--- src/rtl/dspi_pkg.sv ---
// Shared constants for the serial command front end.
package dspi_pkg;
    localparam int BYTE_W    = 8;
    localparam int WORD_W    = 2 * BYTE_W;
    localparam int PIX_W     = WORD_W + 2;
    localparam int BIT_CNT_W = $clog2(BYTE_W);
endpackage

--- src/rtl/dspi_sync.sv ---
// Multi-stage synchroniser for a group of asynchronous single-bit inputs.
// Provides the synchronised value and the value one clock older, so that
// the caller can detect edges. Assumes each input is a level that is held
// for at least two clocks.
module dspi_sync #(
    parameter int             W       = 3,
    parameter int             STAGES  = 2,
    parameter logic [W-1:0]   RST_VAL = '0
) (
    input  logic         clk,
    input  logic         rst_n,
    input  logic [W-1:0] d_async,
    output logic [W-1:0] d_sync,
    output logic [W-1:0] d_prev
);
    logic [STAGES:0][W-1:0] stg;

    // Shift the inputs through the flop chain.
    always_ff @(posedge clk) begin
        if (!rst_n) begin
            stg <= {(STAGES+1){RST_VAL}};
        end else begin
            stg <= {stg[STAGES-1:0], d_async};
        end
    end

    assign d_sync = stg[STAGES-1];
    assign d_prev = stg[STAGES];
endmodule

--- src/rtl/dspi_rx.sv ---
// Receive engine. Counts bits and assembles bytes on synchronised rising
// serial edges, decodes the header byte and then hands each data byte of a
// selected transfer on as a one-cycle strobe. All state clears while chip
// select is inactive.
module dspi_rx
    import dspi_pkg::*;
#(
    parameter logic [4:0] ID_PREFIX = 5'b01110
) (
    input  logic                 clk,
    input  logic                 rst_n,
    input  logic                 cs_act,
    input  logic                 sck_rise,
    input  logic                 sdi_bit,
    input  logic                 id_sel,
    output logic [BIT_CNT_W-1:0] bit_cnt,
    output logic                 hdr_done,
    output logic                 sel,
    output logic                 rs,
    output logic                 rw,
    output logic                 byte_stb,
    output logic [BYTE_W-1:0]    byte_val
);
    logic [BYTE_W-1:0] shreg;
    logic [BYTE_W-1:0] nxt;
    logic              last_bit;
    logic              id_ok;

    assign nxt      = {shreg[BYTE_W-2:0], sdi_bit};
    assign last_bit = (bit_cnt == BIT_CNT_W'(BYTE_W-1));
    assign id_ok    = (nxt[BYTE_W-1 -: 5] == ID_PREFIX) && (nxt[2] == id_sel);

    // Shift register and bit counter.
    always_ff @(posedge clk) begin
        if (!rst_n || !cs_act) begin
            shreg   <= '0;
            bit_cnt <= '0;
        end else if (sck_rise) begin
            shreg   <= nxt;
            bit_cnt <= bit_cnt + 1'b1;
        end
    end

    // Latch the header decode when the first byte completes.
    always_ff @(posedge clk) begin
        if (!rst_n || !cs_act) begin
            hdr_done <= 1'b0;
            sel      <= 1'b0;
            rs       <= 1'b0;
            rw       <= 1'b0;
        end else if (sck_rise && last_bit && !hdr_done) begin
            hdr_done <= 1'b1;
            sel      <= id_ok;
            rs       <= nxt[1];
            rw       <= nxt[0];
        end
    end

    // Emit completed data bytes of a selected transfer.
    always_ff @(posedge clk) begin
        if (!rst_n) begin
            byte_stb <= 1'b0;
            byte_val <= '0;
        end else begin
            byte_stb <= cs_act && sck_rise && last_bit && hdr_done && sel;
            if (cs_act && sck_rise && last_bit && hdr_done && sel) begin
                byte_val <= nxt;
            end
        end
    end

    AST_SEL_AFTER_HDR: assert property (@(posedge clk) disable iff (!rst_n)
        sel |-> hdr_done);
    AST_IDLE_CLEARS: assert property (@(posedge clk) disable iff (!rst_n)
        !cs_act |=> (bit_cnt == '0) && !hdr_done);
    AST_FOREIGN_QUIET: assert property (@(posedge clk) disable iff (!rst_n)
        (hdr_done && !sel) |-> !byte_stb);
endmodule

--- src/rtl/dspi_wr.sv ---
// Write path. Pairs data bytes of a write transfer into words, routes each
// word to one of three strobes by register select and RAM target, and
// widens the word into a pixel by copying each outer field's MSB below
// its LSB. Assumes RED_W + GRN_W + BLU_W equals the word width.
module dspi_wr
    import dspi_pkg::*;
#(
    parameter int RED_W = 5,
    parameter int GRN_W = 6,
    parameter int BLU_W = 5
) (
    input  logic              clk,
    input  logic              rst_n,
    input  logic              cs_act,
    input  logic              byte_stb,
    input  logic [BYTE_W-1:0] byte_val,
    input  logic              rs,
    input  logic              rw,
    input  logic              ram_target,
    output logic              idx_wr_stb,
    output logic              cmd_wr_stb,
    output logic              ram_wr_stb,
    output logic [WORD_W-1:0] wr_word,
    output logic [PIX_W-1:0]  wr_pixel
);
    logic              half;
    logic [BYTE_W-1:0] hi_byte;
    logic              pair_done;
    logic [RED_W-1:0]  red;
    logic [GRN_W-1:0]  grn;
    logic [BLU_W-1:0]  blu;

    assign pair_done = byte_stb && !rw && half;

    // Hold the first byte of a pair; drop it when chip select rises.
    always_ff @(posedge clk) begin
        if (!rst_n || !cs_act) begin
            half    <= 1'b0;
            hi_byte <= '0;
        end else if (byte_stb && !rw) begin
            half <= !half;
            if (!half) begin
                hi_byte <= byte_val;
            end
        end
    end

    // Publish the finished word and its one-cycle strobe.
    always_ff @(posedge clk) begin
        if (!rst_n) begin
            idx_wr_stb <= 1'b0;
            cmd_wr_stb <= 1'b0;
            ram_wr_stb <= 1'b0;
            wr_word    <= '0;
        end else begin
            idx_wr_stb <= pair_done && !rs;
            cmd_wr_stb <= pair_done && rs && !ram_target;
            ram_wr_stb <= pair_done && rs && ram_target;
            if (pair_done) begin
                wr_word <= {hi_byte, byte_val};
            end
        end
    end

    // Widen the word into a pixel.
    always_comb begin
        red      = wr_word[WORD_W-1 -: RED_W];
        grn      = wr_word[BLU_W +: GRN_W];
        blu      = wr_word[0 +: BLU_W];
        wr_pixel = {red, red[RED_W-1], grn, blu, blu[BLU_W-1]};
    end

    AST_ONE_STROBE: assert property (@(posedge clk) disable iff (!rst_n)
        $onehot0({idx_wr_stb, cmd_wr_stb, ram_wr_stb}));
    AST_STROBE_PULSE: assert property (@(posedge clk) disable iff (!rst_n)
        (idx_wr_stb || cmd_wr_stb || ram_wr_stb) |=> !(idx_wr_stb || cmd_wr_stb || ram_wr_stb));
    AST_STROBE_FROM_BYTE: assert property (@(posedge clk) disable iff (!rst_n)
        (idx_wr_stb || cmd_wr_stb || ram_wr_stb) |-> $past(byte_stb) && !$past(rw));
endmodule

--- src/rtl/dspi_rd.sv ---
// Read path. Counts dummy bytes, requests words from the surrounding logic
// early, buffers each word in a holding register, and moves it into the
// active register at a word boundary. The serial output is updated on
// synchronised falling serial edges and idles low otherwise. Assumes the
// requested word is valid in the cycle after the request.
module dspi_rd
    import dspi_pkg::*;
#(
    parameter int DUMMY_BYTES = 4
) (
    input  logic                 clk,
    input  logic                 rst_n,
    input  logic                 cs_act,
    input  logic                 sck_fall,
    input  logic [BIT_CNT_W-1:0] bit_cnt,
    input  logic                 hdr_done,
    input  logic                 sel,
    input  logic                 rs,
    input  logic                 rw,
    input  logic                 byte_stb,
    input  logic [WORD_W-1:0]    rd_word,
    output logic                 rd_req,
    output logic                 rd_status,
    output logic                 sdo
);
    localparam int DCNT_W = $clog2(DUMMY_BYTES + 1);
    localparam logic [DCNT_W-1:0] DCNT_END  = DCNT_W'(DUMMY_BYTES);
    localparam logic [DCNT_W-1:0] DCNT_REQ  = DCNT_W'(DUMMY_BYTES - 2);
    localparam logic [DCNT_W-1:0] DCNT_LOAD = DCNT_W'(DUMMY_BYTES - 1);

    logic [DCNT_W-1:0]    dcnt;
    logic                 half;
    logic                 pend;
    logic [WORD_W-1:0]    hold;
    logic [WORD_W-1:0]    active;
    logic                 req_now;
    logic                 load_now;
    logic                 rd_mode;
    logic [BYTE_W-1:0]    tx_byte;
    logic [BIT_CNT_W-1:0] bit_idx;
    logic                 data_bit;

    assign rd_mode  = hdr_done && sel && rw;
    assign req_now  = byte_stb && rw &&
                      ((dcnt == DCNT_REQ) || ((dcnt == DCNT_END) && !half));
    assign load_now = byte_stb && rw &&
                      ((dcnt == DCNT_LOAD) || ((dcnt == DCNT_END) && half));
    assign tx_byte  = half ? active[BYTE_W-1:0] : active[WORD_W-1:BYTE_W];
    assign bit_idx  = BIT_CNT_W'(BYTE_W-1) - bit_cnt;
    assign data_bit = (dcnt == DCNT_END) ? tx_byte[bit_idx] : 1'b0;

    // Count dummy bytes, then track which half of a word is in flight.
    always_ff @(posedge clk) begin
        if (!rst_n || !cs_act) begin
            dcnt <= '0;
            half <= 1'b0;
        end else if (byte_stb && rw) begin
            if (dcnt != DCNT_END) begin
                dcnt <= dcnt + 1'b1;
            end else begin
                half <= !half;
            end
        end
    end

    // Issue requests and note that a word arrives next cycle.
    always_ff @(posedge clk) begin
        if (!rst_n) begin
            rd_req    <= 1'b0;
            rd_status <= 1'b0;
            pend      <= 1'b0;
        end else begin
            rd_req <= req_now;
            pend   <= rd_req;
            if (req_now) begin
                rd_status <= !rs;
            end
        end
    end

    // Capture the supplied word into the holding register.
    always_ff @(posedge clk) begin
        if (!rst_n) begin
            hold <= '0;
        end else if (pend) begin
            hold <= rd_word;
        end
    end

    // Move the held word into the shifting register at a word boundary.
    always_ff @(posedge clk) begin
        if (!rst_n) begin
            active <= '0;
        end else if (load_now) begin
            active <= hold;
        end
    end

    // Drive the serial output on falling serial edges.
    always_ff @(posedge clk) begin
        if (!rst_n || !cs_act) begin
            sdo <= 1'b0;
        end else if (sck_fall) begin
            sdo <= rd_mode ? data_bit : 1'b0;
        end
    end

    AST_SDO_IDLE: assert property (@(posedge clk) disable iff (!rst_n)
        !cs_act |=> !sdo);
    AST_SDO_WRITE_LOW: assert property (@(posedge clk) disable iff (!rst_n)
        (hdr_done && !rw) |-> !sdo);
    AST_SDO_ON_FALL: assert property (@(posedge clk) disable iff (!rst_n)
        !$stable(sdo) |-> ($past(sck_fall) || !$past(cs_act)));
    AST_REQ_IN_READ: assert property (@(posedge clk) disable iff (!rst_n)
        rd_req |-> $past(rw) && $past(sel));
endmodule

--- src/rtl/disp_spi_slave.sv ---
// Top of the serial command front end. Synchronises the serial pins,
// derives edge events gated by chip select, and connects the receive,
// write and read paths. Assumes the system clock is at least four times
// the serial clock, and longer serial half periods for reads.
module disp_spi_slave
    import dspi_pkg::*;
#(
    parameter logic [4:0] ID_PREFIX   = 5'b01110,
    parameter int         SYNC_STAGES = 2,
    parameter int         DUMMY_BYTES = 4,
    parameter int         RED_W       = 5,
    parameter int         GRN_W       = 6,
    parameter int         BLU_W       = 5
) (
    input  logic              clk,
    input  logic              rst_n,
    input  logic              spi_cs_n,
    input  logic              spi_sck,
    input  logic              spi_sdi,
    output logic              spi_sdo,
    input  logic              id_sel,
    input  logic              ram_target,
    output logic              idx_wr_stb,
    output logic              cmd_wr_stb,
    output logic              ram_wr_stb,
    output logic [WORD_W-1:0] wr_word,
    output logic [PIX_W-1:0]  wr_pixel,
    output logic              rd_req,
    output logic              rd_status,
    input  logic [WORD_W-1:0] rd_word
);
    logic [2:0]           pins_s;
    logic [2:0]           pins_p;
    logic                 cs_act;
    logic                 sck_rise;
    logic                 sck_fall;
    logic [BIT_CNT_W-1:0] bit_cnt;
    logic                 hdr_done;
    logic                 sel;
    logic                 rs;
    logic                 rw;
    logic                 byte_stb;
    logic [BYTE_W-1:0]    byte_val;

    dspi_sync #(
        .W       (3),
        .STAGES  (SYNC_STAGES),
        .RST_VAL (3'b100)
    ) u_sync (
        .clk     (clk),
        .rst_n   (rst_n),
        .d_async ({spi_cs_n, spi_sck, spi_sdi}),
        .d_sync  (pins_s),
        .d_prev  (pins_p)
    );

    assign cs_act   = !pins_s[2];
    assign sck_rise = cs_act && pins_s[1] && !pins_p[1];
    assign sck_fall = cs_act && !pins_s[1] && pins_p[1];

    dspi_rx #(
        .ID_PREFIX (ID_PREFIX)
    ) u_rx (
        .clk      (clk),
        .rst_n    (rst_n),
        .cs_act   (cs_act),
        .sck_rise (sck_rise),
        .sdi_bit  (pins_s[0]),
        .id_sel   (id_sel),
        .bit_cnt  (bit_cnt),
        .hdr_done (hdr_done),
        .sel      (sel),
        .rs       (rs),
        .rw       (rw),
        .byte_stb (byte_stb),
        .byte_val (byte_val)
    );

    dspi_wr #(
        .RED_W (RED_W),
        .GRN_W (GRN_W),
        .BLU_W (BLU_W)
    ) u_wr (
        .clk        (clk),
        .rst_n      (rst_n),
        .cs_act     (cs_act),
        .byte_stb   (byte_stb),
        .byte_val   (byte_val),
        .rs         (rs),
        .rw         (rw),
        .ram_target (ram_target),
        .idx_wr_stb (idx_wr_stb),
        .cmd_wr_stb (cmd_wr_stb),
        .ram_wr_stb (ram_wr_stb),
        .wr_word    (wr_word),
        .wr_pixel   (wr_pixel)
    );

    dspi_rd #(
        .DUMMY_BYTES (DUMMY_BYTES)
    ) u_rd (
        .clk       (clk),
        .rst_n     (rst_n),
        .cs_act    (cs_act),
        .sck_fall  (sck_fall),
        .bit_cnt   (bit_cnt),
        .hdr_done  (hdr_done),
        .sel       (sel),
        .rs        (rs),
        .rw        (rw),
        .byte_stb  (byte_stb),
        .rd_word   (rd_word),
        .rd_req    (rd_req),
        .rd_status (rd_status),
        .sdo       (spi_sdo)
    );
endmodule

--- config.mk ---
export PLATFORM = sky130hd
export DESIGN_NAME = disp_spi_slave
export DESIGN_NICKNAME = d
export VERILOG_FILES = /design/src/rtl/dspi_pkg.sv /design/src/rtl/dspi_sync.sv /design/src/rtl/dspi_rx.sv /design/src/rtl/dspi_wr.sv /design/src/rtl/dspi_rd.sv /design/src/rtl/disp_spi_slave.sv
export SDC_FILE = /design/constraint.sdc
export NUM_CORES = 1
export LEC_CHECK = 0
export CORE_MARGIN = 5
export CORE_UTILIZATION = 30
export CTS_CLUSTER_SIZE = 8
export DETAILED_ROUTE_END_ITERATION = 10
export PLACE_DENSITY = 0.5
export SLEW_MARGIN = 20
export SYNTH_ARGS = -nofsm -noshare
export SYNTH_HDL_FRONTEND = slang
export SYNTH_SLANG_ARGS = --single-unit
--- constraint.sdc ---
create_clock -name clk -period 1.92 [get_ports clk]
set_clock_uncertainty 0.1 [all_clocks]
set_input_delay 0.384 -clock clk [delete_from_list [all_inputs] [get_ports clk]]
set_output_delay 0.384 -clock clk [all_outputs]
set_load 0.02 [all_outputs]
# Yosys cells after proc, flatten, opt, wreduce, memory -nomap -nowiden
# Index checks and enable logic that the tools add are counted.
word_totals:
  regBits: 99
  out_inout_bits: 40
  inputBits: 23
  word_cells: 83
classes:
  magnitude_cmp: 1
  eq_ne: 7
  bitwise: 2
  mux: 5
  n_reduce_logical: 40
  n_addsub: 3
ops:
  columns: ["operator", "count"]
  rows:
  - ["logical AND 1 bit", 24]
  - ["logical NOT 1 bit", 10]
  - ["2-to-1 mux 8 bit", 1]
  - ["adder 3 x 1 -> 3 bit (second input constant)", 2]
  - ["equality test 3 x 2 -> 1 bit (second input constant)", 2]
  - ["equality test 3 bit (second input constant)", 2]
  - ["AND reduction 2 bit", 3]
  - ["equality test 5 x 4 -> 1 bit (second input constant)", 1]
  - ["< comparator 3 x 4 -> 1 bit (second input constant)", 1]
  - ["binary-select mux 1 bit (select 3 bit)", 1]
  - ["logical OR 1 bit", 3]
  - ["2-to-1 mux 1 bit", 3]
  - ["!= test 3 bit (second input constant)", 1]
  - ["subtractor 3 bit (first input constant)", 1]
  - ["NOT 1 bit", 2]
  - ["equality test 1 bit", 1]

# Depth between registers and ports, before layout
# Gate-level depths: netlist of the first run.
depth:
  word_depth: 7
  depth_mapped: 7
  depth_no_buf: 6

# Hierarchy
# From an unflattened synthesis of the first run, not the netlist that was laid out.
hier_totals:
  hier_cells: 433
  area_unflattened_um2: 4015.1
by_module_without_submodules:
  columns: ["mod", "area_each_um2", "n_inst", "cells_per_inst", "seq_area_each_um2"]
  rows:
  - ["dspi_rd", 1656.6, 1, 178, 800.8]
  - ["dspi_wr", 1166.1, 1, 138, 560.5]
  - ["dspi_rx", 892.1, 1, 90, 460.4]
  - ["dspi_sync", 281.5, 1, 24, 180.2]
  - ["disp_spi_slave", 18.8, 1, 3, 0.0]

# Worst setup path before layout of the first run
# OpenSTA, ideal clock, no wires.
synth_path:
  path_type: "reg2reg"
  from: "register u_rd.dcnt[1]"
  to: "register u_rd.active[10]"
  path_buffers: 1
  setup_slack_ns: 0.364
  required_ns: 1.749
  setup_time_ns: 0.071
  stages_incl_launch_ff: 7
  arrival_time_ns: 1.386
  synth_period_minus_slack_ns: 1.556
  path_cell_list: "dfxtp_1 ha_1 ha_1 a31oi_4 buf_2 o21ai_1 a21oi_1"
synth_via:
  elab_chain_len: 4
  word_cells_on_any_way: 5
  classes_between: "eq/ne: 2; reduce/logical: 3"
synth_rtl:
  columns: ["item", "line", "text"]
  rows:
  - ["from (decl)", "dspi_rd.sv:31", "logic [DCNT_W-1:0] dcnt;"]
  - ["from (signal assigned)", "dspi_rd.sv:59", "dcnt <= dcnt + 1'b1;"]
  - ["equality test 3 bit", "dspi_rd.sv:47", "((dcnt == DCNT_LOAD) || ((dcnt == DCNT_END) && half));"]
  - ["logical AND 1 bit", "dspi_rd.sv:47", null]
  - ["logical OR 1 bit (*)", "dspi_rd.sv:47", null]
  - ["logical AND 1 bit (*)", "dspi_rd.sv:46", "assign load_now = byte_stb && rw &&"]
  - ["to (signal assigned)", "dspi_rd.sv:95", "active <= hold;"]
  - ["to (decl)", "dspi_rd.sv:35", "logic [WORD_W-1:0] active;"]
# Mark *: on every way between the ends. The rest lies on a longest branch, timed or not.
# A chain may end at the register's enable or synchronous reset.

# Final worst setup path of the first run
layout_path:
  from: "register u_wr.wr_word[15]"
  to: "output port wr_word[15]"
layout_rtl:
  columns: ["item", "line", "text"]
  rows:
  - ["from (decl)", "dspi_wr.sv:23", "output logic [WORD_W-1:0] wr_word,"]
  - ["from (signal assigned)", "dspi_wr.sv:60", "wr_word <= {hi_byte, byte_val};"]
  - ["to (decl)", "disp_spi_slave.sv:26", "output logic [WORD_W-1:0] wr_word,"]
# No word-level cell between the ends.

==> summary.md, run 1 <==
| Metric | Value |
|---|---|
| Synth Area per Inst | 9.68 µm² |
| Count of inserted antenna diode cells | 0 |
| GR Overflow Total | 0 |
| Areal power density over the cells | 842 nW/µm² |
| Synth Area in XOR/XNOR | 0.00914 |
| Antenna violations before repair | 0 |
| Count of max-cap constraint violations | 0 |
| Combinational family with the most area after synthesis | simple AND/OR/NAND/NOR gates |
| Outcome | finished clean |
| Leak pwr | 1.60 nW |
| CTS sink count | 98 |
| Core Area | 12600 µm² |
| Flip-flop and latch count after synthesis | 98 |
| Series of cell instances along the critical path | clkdlybuf4s50_1 |
| Nets in the synthesized netlist | 425 |
| Setup TNS after final layout | 0 ns |
| Crit Path Max Fanout | 4 |
| FF-to-FF setup slack | 0.30 ns |
| Design area | 4840 µm² |
| Sequential-to-total area share from yosys stat | 0.512 |
| Number of hold buffers added after cts | 0 |
| Count of input and output buffers | 62 |
| Placed Instance Area | 4510 µm² |
| HPWL reported at the end of detailed placement | 5.22 mm |
| Biggest cell delay along the critical path | 0.62 ns |
| Worst Hold Depth | 1 |
| Critical path's slowest cell | clkdlybuf4s50_1 |
| Capture endpoint of the worst hold path | u_sync.d_sync[2]$_SDFF_PN1_ |
| Setup-violating endpoint count in the final report | 0 |
| Slew Limit Fails | 0 |
| Number of endpoints with negative hold slack in the final report | 0 |
| Worst EP arrival | 1.34 ns |
| Top cell type's share of synthesized area | 0.512 |
| Library cell used as clock root buffer | clkbuf_16 |
| Beginning of the worst register-to-register path | u_rx.bit_cnt[0]$_SDFFE_PP0N_ |
| Detail-routed via count per cell | 4.37 |
| Via count | 2694 |
| Leading cell types by total area after synthesis | dfxtp_1 (51%), mux2i_1 (11%), nand2_1 (5.0%) |
| Compound-gate portion of the synthesized area | 0.0940 |
| Die Y | 123 µm |
| GPL Wtd Cong | 0.761 |
| Clock transition time at the flip-flop clock pins of the worst setup and hold paths | 0.07 ns |
| RSZ-0062 raised after global routing | false |
| Post-synthesis cell count | 396 |
| YS warnings | 0 |
| Crit Reg-Reg Endpoint | u_rx.byte_val[2]$_SDFFE_PN0P_ |
| Synth-to-layout area growth | 26.2% |
| Category of the worst setup path launch point | flip-flop |
| Maximum clock rate | 0.550 GHz |
| Layout filler cell count | 1291 |
| Relative slew slack | 0.635 |
| Total track usage | 0.109 |
| Utilization of the core after routing | 0.385 |
| Global-route wire length before repair | 13.0 mm |
| Finished Layout Cells | 616 |
| Mapped cell area | 3830 µm² |
| Kind of end point of the critical path | primary output |
| Post-synthesis share of cell area spent on and, or, nand and nor gates | 0.158 |
| Data required time of the worst path | 1.44 ns |
| Cell variety after synth | 37 |
| Number of global-route vias before repair | 2653 |
| Startpoint of the tightest hold check path | u_sync.stg[2]$_SDFF_PN1_ |
| Number of buffers between clock root and the deepest sink | 2 |
| CTS Buf Count | 9 |
| Fraction of the mapped netlist area in adder cells | 0.0196 |
| Share of layout cells above drive strength 1 | 0.0968 |
| Clock Latency Late Sink | 0.34 ns |
| Antenna-violating nets left | 0 |
| Starting utilization of the core area | 0.305 |
| Ports placed on the boundary | 63 |
| Die Area | 15100 µm² |
| Post-route DRC violation count | 0 |
| Peak supply drop | 0.497 mV |
| Placed Cells incl. Taps | 600 |
| Dominant delay contributor by cell family on the critical path | buffers and inverters |
| Horiz. Die Dim | 123 µm |
| Final net count | 468 |
| Class of the most critical hold timing path | reg -> reg |
| Final total power | 4.08 mW |
| Multiplexer share of the synthesized area | 0.136 |
| Final worst path period share | 0.948 |
| H-tree depth | 3 |
| Fraction of synthesis flops using an asynchronous set or reset pin | 0 |
| Pre-CTS worst setup slack | 0.163 ns |
| Post-synth EDFFs | 0 |
| Worst path buffer plus inverter count | 1 |
| Total detailed-routing wirelength | 7.49 mm |
| Hold slack final | 0.311 ns |
| Type of the worst setup path | reg -> out |
| Final period demand of the worst path | 1.82 ns |
| Library cell occupying the most area in the post-synthesis netlist | dfxtp_1 |
| Worst path setup slack after routing | 0.101 ns |
| Worst-margin pin slew | 0.547 ns |
| CTS tree | yes |
| Path depth of the worst reg2reg path | 5 |
| Number of violations reported at the end of detailed-routing iteration 0 | 102 |
| Flip-flop cell with the highest count after synthesis | dfxtp_1 |
| Routed wire per std cell | 12.2 µm |
| Maximum number of pins on one net before global-route repair | 59 |
| Std cell rows | 41 |
| Detailed-router iteration count before antenna repair | 4 |
==> registers in the layout, indices dropped and copies added (netlist names), 3 cells and up <==
signal,flops
u_rx.shreg,7
u_rd.hold,16
u_sync.stg,3
u_wr.wr_word,16
u_rx.byte_val,8
u_rx.bit_cnt,3
u_wr.hi_byte,8
u_rd.active,16
u_sync.d_sync,3
u_rd.dcnt,3
==> placed cells by master, fill, tap and decap left out, types with 3 or more instances in the layout <==
master and n:
clkdlybuf4s50_1 62, nand2_1 51, ha_1 6, o21ai_1 19, nand2b_1 6, clkinvlp_4 4
mux2i_1 42, nand3_1 4, mux4_2 4, inv_1 6, nor2_1 49, dfxtp_1 97
clkbuf_16 9, buf_4 9, o221a_2 5, and2_1 8, xnor2_1 3, a21oi_1 36
==> metal layers <==
metal	wire length [µm]	GRT usage	up-vias
li1	-	-	1395
met1	3490	0.137	1235
met2	3560	0.176	58
met3	388	0.0343	6
met4	60	0.0374	0
met5	0	0	-
==> Yosys cell counts, types with 2 or more instances <==
| cell type | instances |
|---|---|
| a21oi_1 | 36 |
| and2_1 | 8 |
| buf_1 | 3 |
| buf_2 | 8 |
| buf_4 | 19 |
| clkbuf_1 | 9 |
| dfxtp_1 | 98 |
| ha_1 | 6 |
| inv_1 | 6 |
| mux2i_1 | 42 |
| mux4_2 | 4 |
| nand2_1 | 51 |
| nand2b_1 | 6 |
| nand3_1 | 4 |
| nor2_1 | 49 |
| nor2_4 | 2 |
| o21ai_1 | 19 |
| o221a_2 | 5 |
| xnor2_1 | 3 |
==> where the power goes <==
group / switching, mW / total [mW] / internal [mW]
sequential: 0.00466 / 2.04 / 2.04
clock: 0.762 / 1.94 / 1.18
combinational: 0.0409 / 0.0959 / 0.0550
==> worst max path at each step <==
stage                                   from                            end  slack (ns)  depth (start not counted)
2_1_floorplan      u_rd.dcnt[1]$_SDFFE_PP0P_   u_rd.active[10]$_SDFFE_PN0P_        0.36                          6
3_3_place_gp    u_rx.bit_cnt[0]$_SDFFE_PP0N_  u_rx.byte_val[7]$_SDFFE_PN0P_        0.19                          5
3_5_place_dp    u_rx.bit_cnt[0]$_SDFFE_PP0N_  u_rx.byte_val[7]$_SDFFE_PN0P_        0.16                          5
4_1_cts        u_wr.wr_word[15]$_SDFFE_PN0P_                    wr_word[15]        0.07                          1
5_1_grt         u_wr.wr_word[4]$_SDFFE_PN0P_                    wr_pixel[0]        0.04                          1
6_report       u_wr.wr_word[15]$_SDFFE_PN0P_                    wr_word[15]        0.10                          1
==> logic make-up (layout without fill, tap and decap cells) <==
group / after synthesis / after routing
AND/OR/NAND/NOR: 132 / 132
flip-flops: 98 / 98
AO/OA/AOI/OAI: 62 / 62
multiplexers: 47 / 47
buffers and inverters: 47 / 95
adder cells (fa/ha/maj): 6 / 6
XOR/XNOR: 4 / 4
==> repair_timing <==
item                       4_1_cts  5_1_grt
setup endpoints to repair        0        3
resized for setup                0        1
buffers inserted                 0        0
==> cell type report <==
type,count,area [µm²],share of cell area
inverters,7,26.3,0.00543
well taps,172,215,0.0445
repair buffers,72,708,0.146
multi-input cells,251,1600,0.330
clock inverters,6,90.1,0.0186
flip-flops and latches,98,1960,0.406
clock buffers,10,239,0.0494
Power figures use the tool's default switching activity.
==> inputs of run 2 (changes only) <==
- CORE_UTILIZATION: 30 -> 53
- PLACE_DENSITY: 0.5 -> 0.79
==> run 2 against run 1 <==
First-iteration DRC count rose by 20%; critical path depth did not move; routed wire length fell by 6.4%; via count up 0.45%; global-route usage rose by 5.7 points; worst setup slack lost 0.013 ns; core utilization grew 26 points; non-clock buffer count did not move; power down 15%.
==> summary.md, run 2 (synthesis results as in run 1) <==
| Metric | Value |
|---|---|
| Core Area | 7140 µm² |
| Routed wire per std cell | 12.9 µm |
| GR Overflow Total | 0 |
| H-tree depth | 3 |
| Biggest cell delay along the critical path | 0.62 ns |
| Peak supply drop | 0.584 mV |
| Final net count | 468 |
| Dominant delay contributor by cell family on the critical path | buffers and inverters |
| GPL Wtd Cong | 0.777 |
| Beginning of the worst register-to-register path | u_rd.dcnt[0]$_SDFFE_PP0P_ |
| Class of the most critical hold timing path | reg -> reg |
| Worst EP arrival | 1.35 ns |
| CTS tree | yes |
| RSZ-0062 raised after global routing | false |
| Kind of end point of the critical path | primary output |
| Ports placed on the boundary | 63 |
| Total area of sequential cells | 1960 µm² |
| Levels on crit path | 1 |
| Starting utilization of the core area | 0.537 |
| Setup-violating endpoint count in the final report | 0 |
| Number of endpoints with negative hold slack in the final report | 0 |
| Layout filler cell count | 633 |
| Slew Limit Fails | 0 |
| Worst Hold Depth | 1 |
| Setup TNS after final layout | 0 ns |
| Antenna violations before repair | 0 |
| Final period demand of the worst path | 1.83 ns |
| Series of cell instances along the critical path | clkdlybuf4s50_1 |
| FF-to-FF setup slack | 0.26 ns |
| Detailed-router iteration count before antenna repair | 4 |
| CTS Buf Count | 9 |
| Leading registers by flop count | u_rd.active (16), u_rd.hold (16), u_wr.wr_word (16) |
| Capture endpoint of the worst hold path | u_sync.d_sync[2]$_SDFF_PN1_ |
| Count of input and output buffers | 62 |
| Number of violations reported at the end of detailed-routing iteration 0 | 122 |
| Design area | 4620 µm² |
| Via count | 2706 |
| Type of the worst setup path | reg -> out |
| Startpoint of the tightest hold check path | u_sync.stg[2]$_SDFF_PN1_ |
| Multi-input logic area | 1600 µm² |
| Data required time of the worst path | 1.44 ns |
| Share of layout cells above drive strength 1 | 0.0968 |
| Die Area | 9030 µm² |
| Detail-routed via count per cell | 4.98 |
| Commonest cells after routing, fill and taps aside | dfxtp_1 (97), clkdlybuf4s50_1 (62), nand2_1 (51) |
| HPWL reported at the end of detailed placement | 5.11 mm |
| Number of buffers between clock root and the deepest sink | 2 |
| Horiz. Die Dim | 95.1 µm |
| CTS sink count | 98 |
| Count of max-cap constraint violations | 0 |
| Placed Instance Area | 4420 µm² |
| Number of global-route vias before repair | 2658 |
| Critical path's slowest cell | clkdlybuf4s50_1 |
| Crit Reg-Reg Endpoint | u_rd.active[11]$_SDFFE_PN0P_ |
| Library cell used as clock root buffer | clkbuf_8 |
| Antenna-violating nets left | 0 |
| Outcome | finished clean |
| Std cell rows | 31 |
| Maximum clock rate | 0.546 GHz |
| Buffers inserted by post-CTS timing repair | 0 |
| Synth-to-layout area growth | 20.5% |
| Global-route wire length before repair | 11.9 mm |
| Utilization of the core after routing | 0.647 |
| Path depth of the worst reg2reg path | 6 |
| Post-route DRC violation count | 0 |
| Total track usage | 0.166 |
| Die Y | 95.1 µm |
| Worst setup startpoint | u_wr.wr_word[4]$_SDFFE_PN0P_ |
| Clock transition time at the flip-flop clock pins of the worst setup and hold paths | 0.10 ns |
| Category of the worst setup path launch point | flip-flop |
| Total detailed-routing wirelength | 7.01 mm |
| Leak pwr | 1.54 nW |
| Clock Latency Late Sink | 0.35 ns |
| Maximum number of pins on one net before global-route repair | 51 |
| Worst path buffer plus inverter count | 1 |
| Most frequent standard cell in the layout excluding fill and tap cells | dfxtp_1 |
| Areal power density over the cells | 750 nW/µm² |
| Final worst path period share | 0.954 |
| Relative slew slack | 0.666 |
| Crit Path Max Fanout | 4 |
| Worst-margin pin slew | 0.501 ns |
| Count of inserted antenna diode cells | 0 |
[run 2: worst max-delay path by stage]
stage	end
after floorplan	u_rd.active[10]$_SDFFE_PN0P_
after CTS	wr_word[9]
after global routing	wr_pixel[0]
final	wr_pixel[0]
after detailed placement	u_rx.shreg[5]$_SDFFE_PP0N_
after global placement	u_rd.sdo$_SDFFE_PP0P_
[run 2: power by group]
part	total (mW)	leakage, nW	internal (mW)	switching, mW
sequential	2.04	0.791	2.04	0.00480
clock	1.33	0.0966	0.614	0.715
combinational	0.0957	0.657	0.0556	0.0402
[run 2: layout make-up]
cell class / count / share of cell area
flip-flops and latches: 98 / 0.425
repair buffers: 72 / 0.153
multi-input cells: 251 / 0.346
well taps: 99 / 0.0268
inverters: 7 / 0.00569
clock inverters: 7 / 0.0165
clock buffers: 9 / 0.0268
[run 2: per-stage QoR]
stage	power [mW]	std cells	worst slack [ns]	hold WS, ns
6_report	3.47	543	0.0882	0.325
4_1_cts	3.50	543	0.0602	0.335
3_5_place_dp	2.19	527	0.103	0.311
3_3_place_gp	2.18	527	0.138	0.291
5_1_grt	3.60	543	0.0123	0.347
2_1_floorplan	2.12	396	0.364	0.286
[run 2: repair_timing]
action                     CTS  global route
gates resized for setup      0             1
setup endpoints to repair    0             2
hold buffers                 0             0
[run 2: metal layers]
metal	vias to the layer above	wire [µm]	GRT usage
li1	1396	-	-
met1	1247	3060	0.199
met2	56	3580	0.289
met3	7	304	0.0339
met4	0	68	0.0685
met5	-	0	0
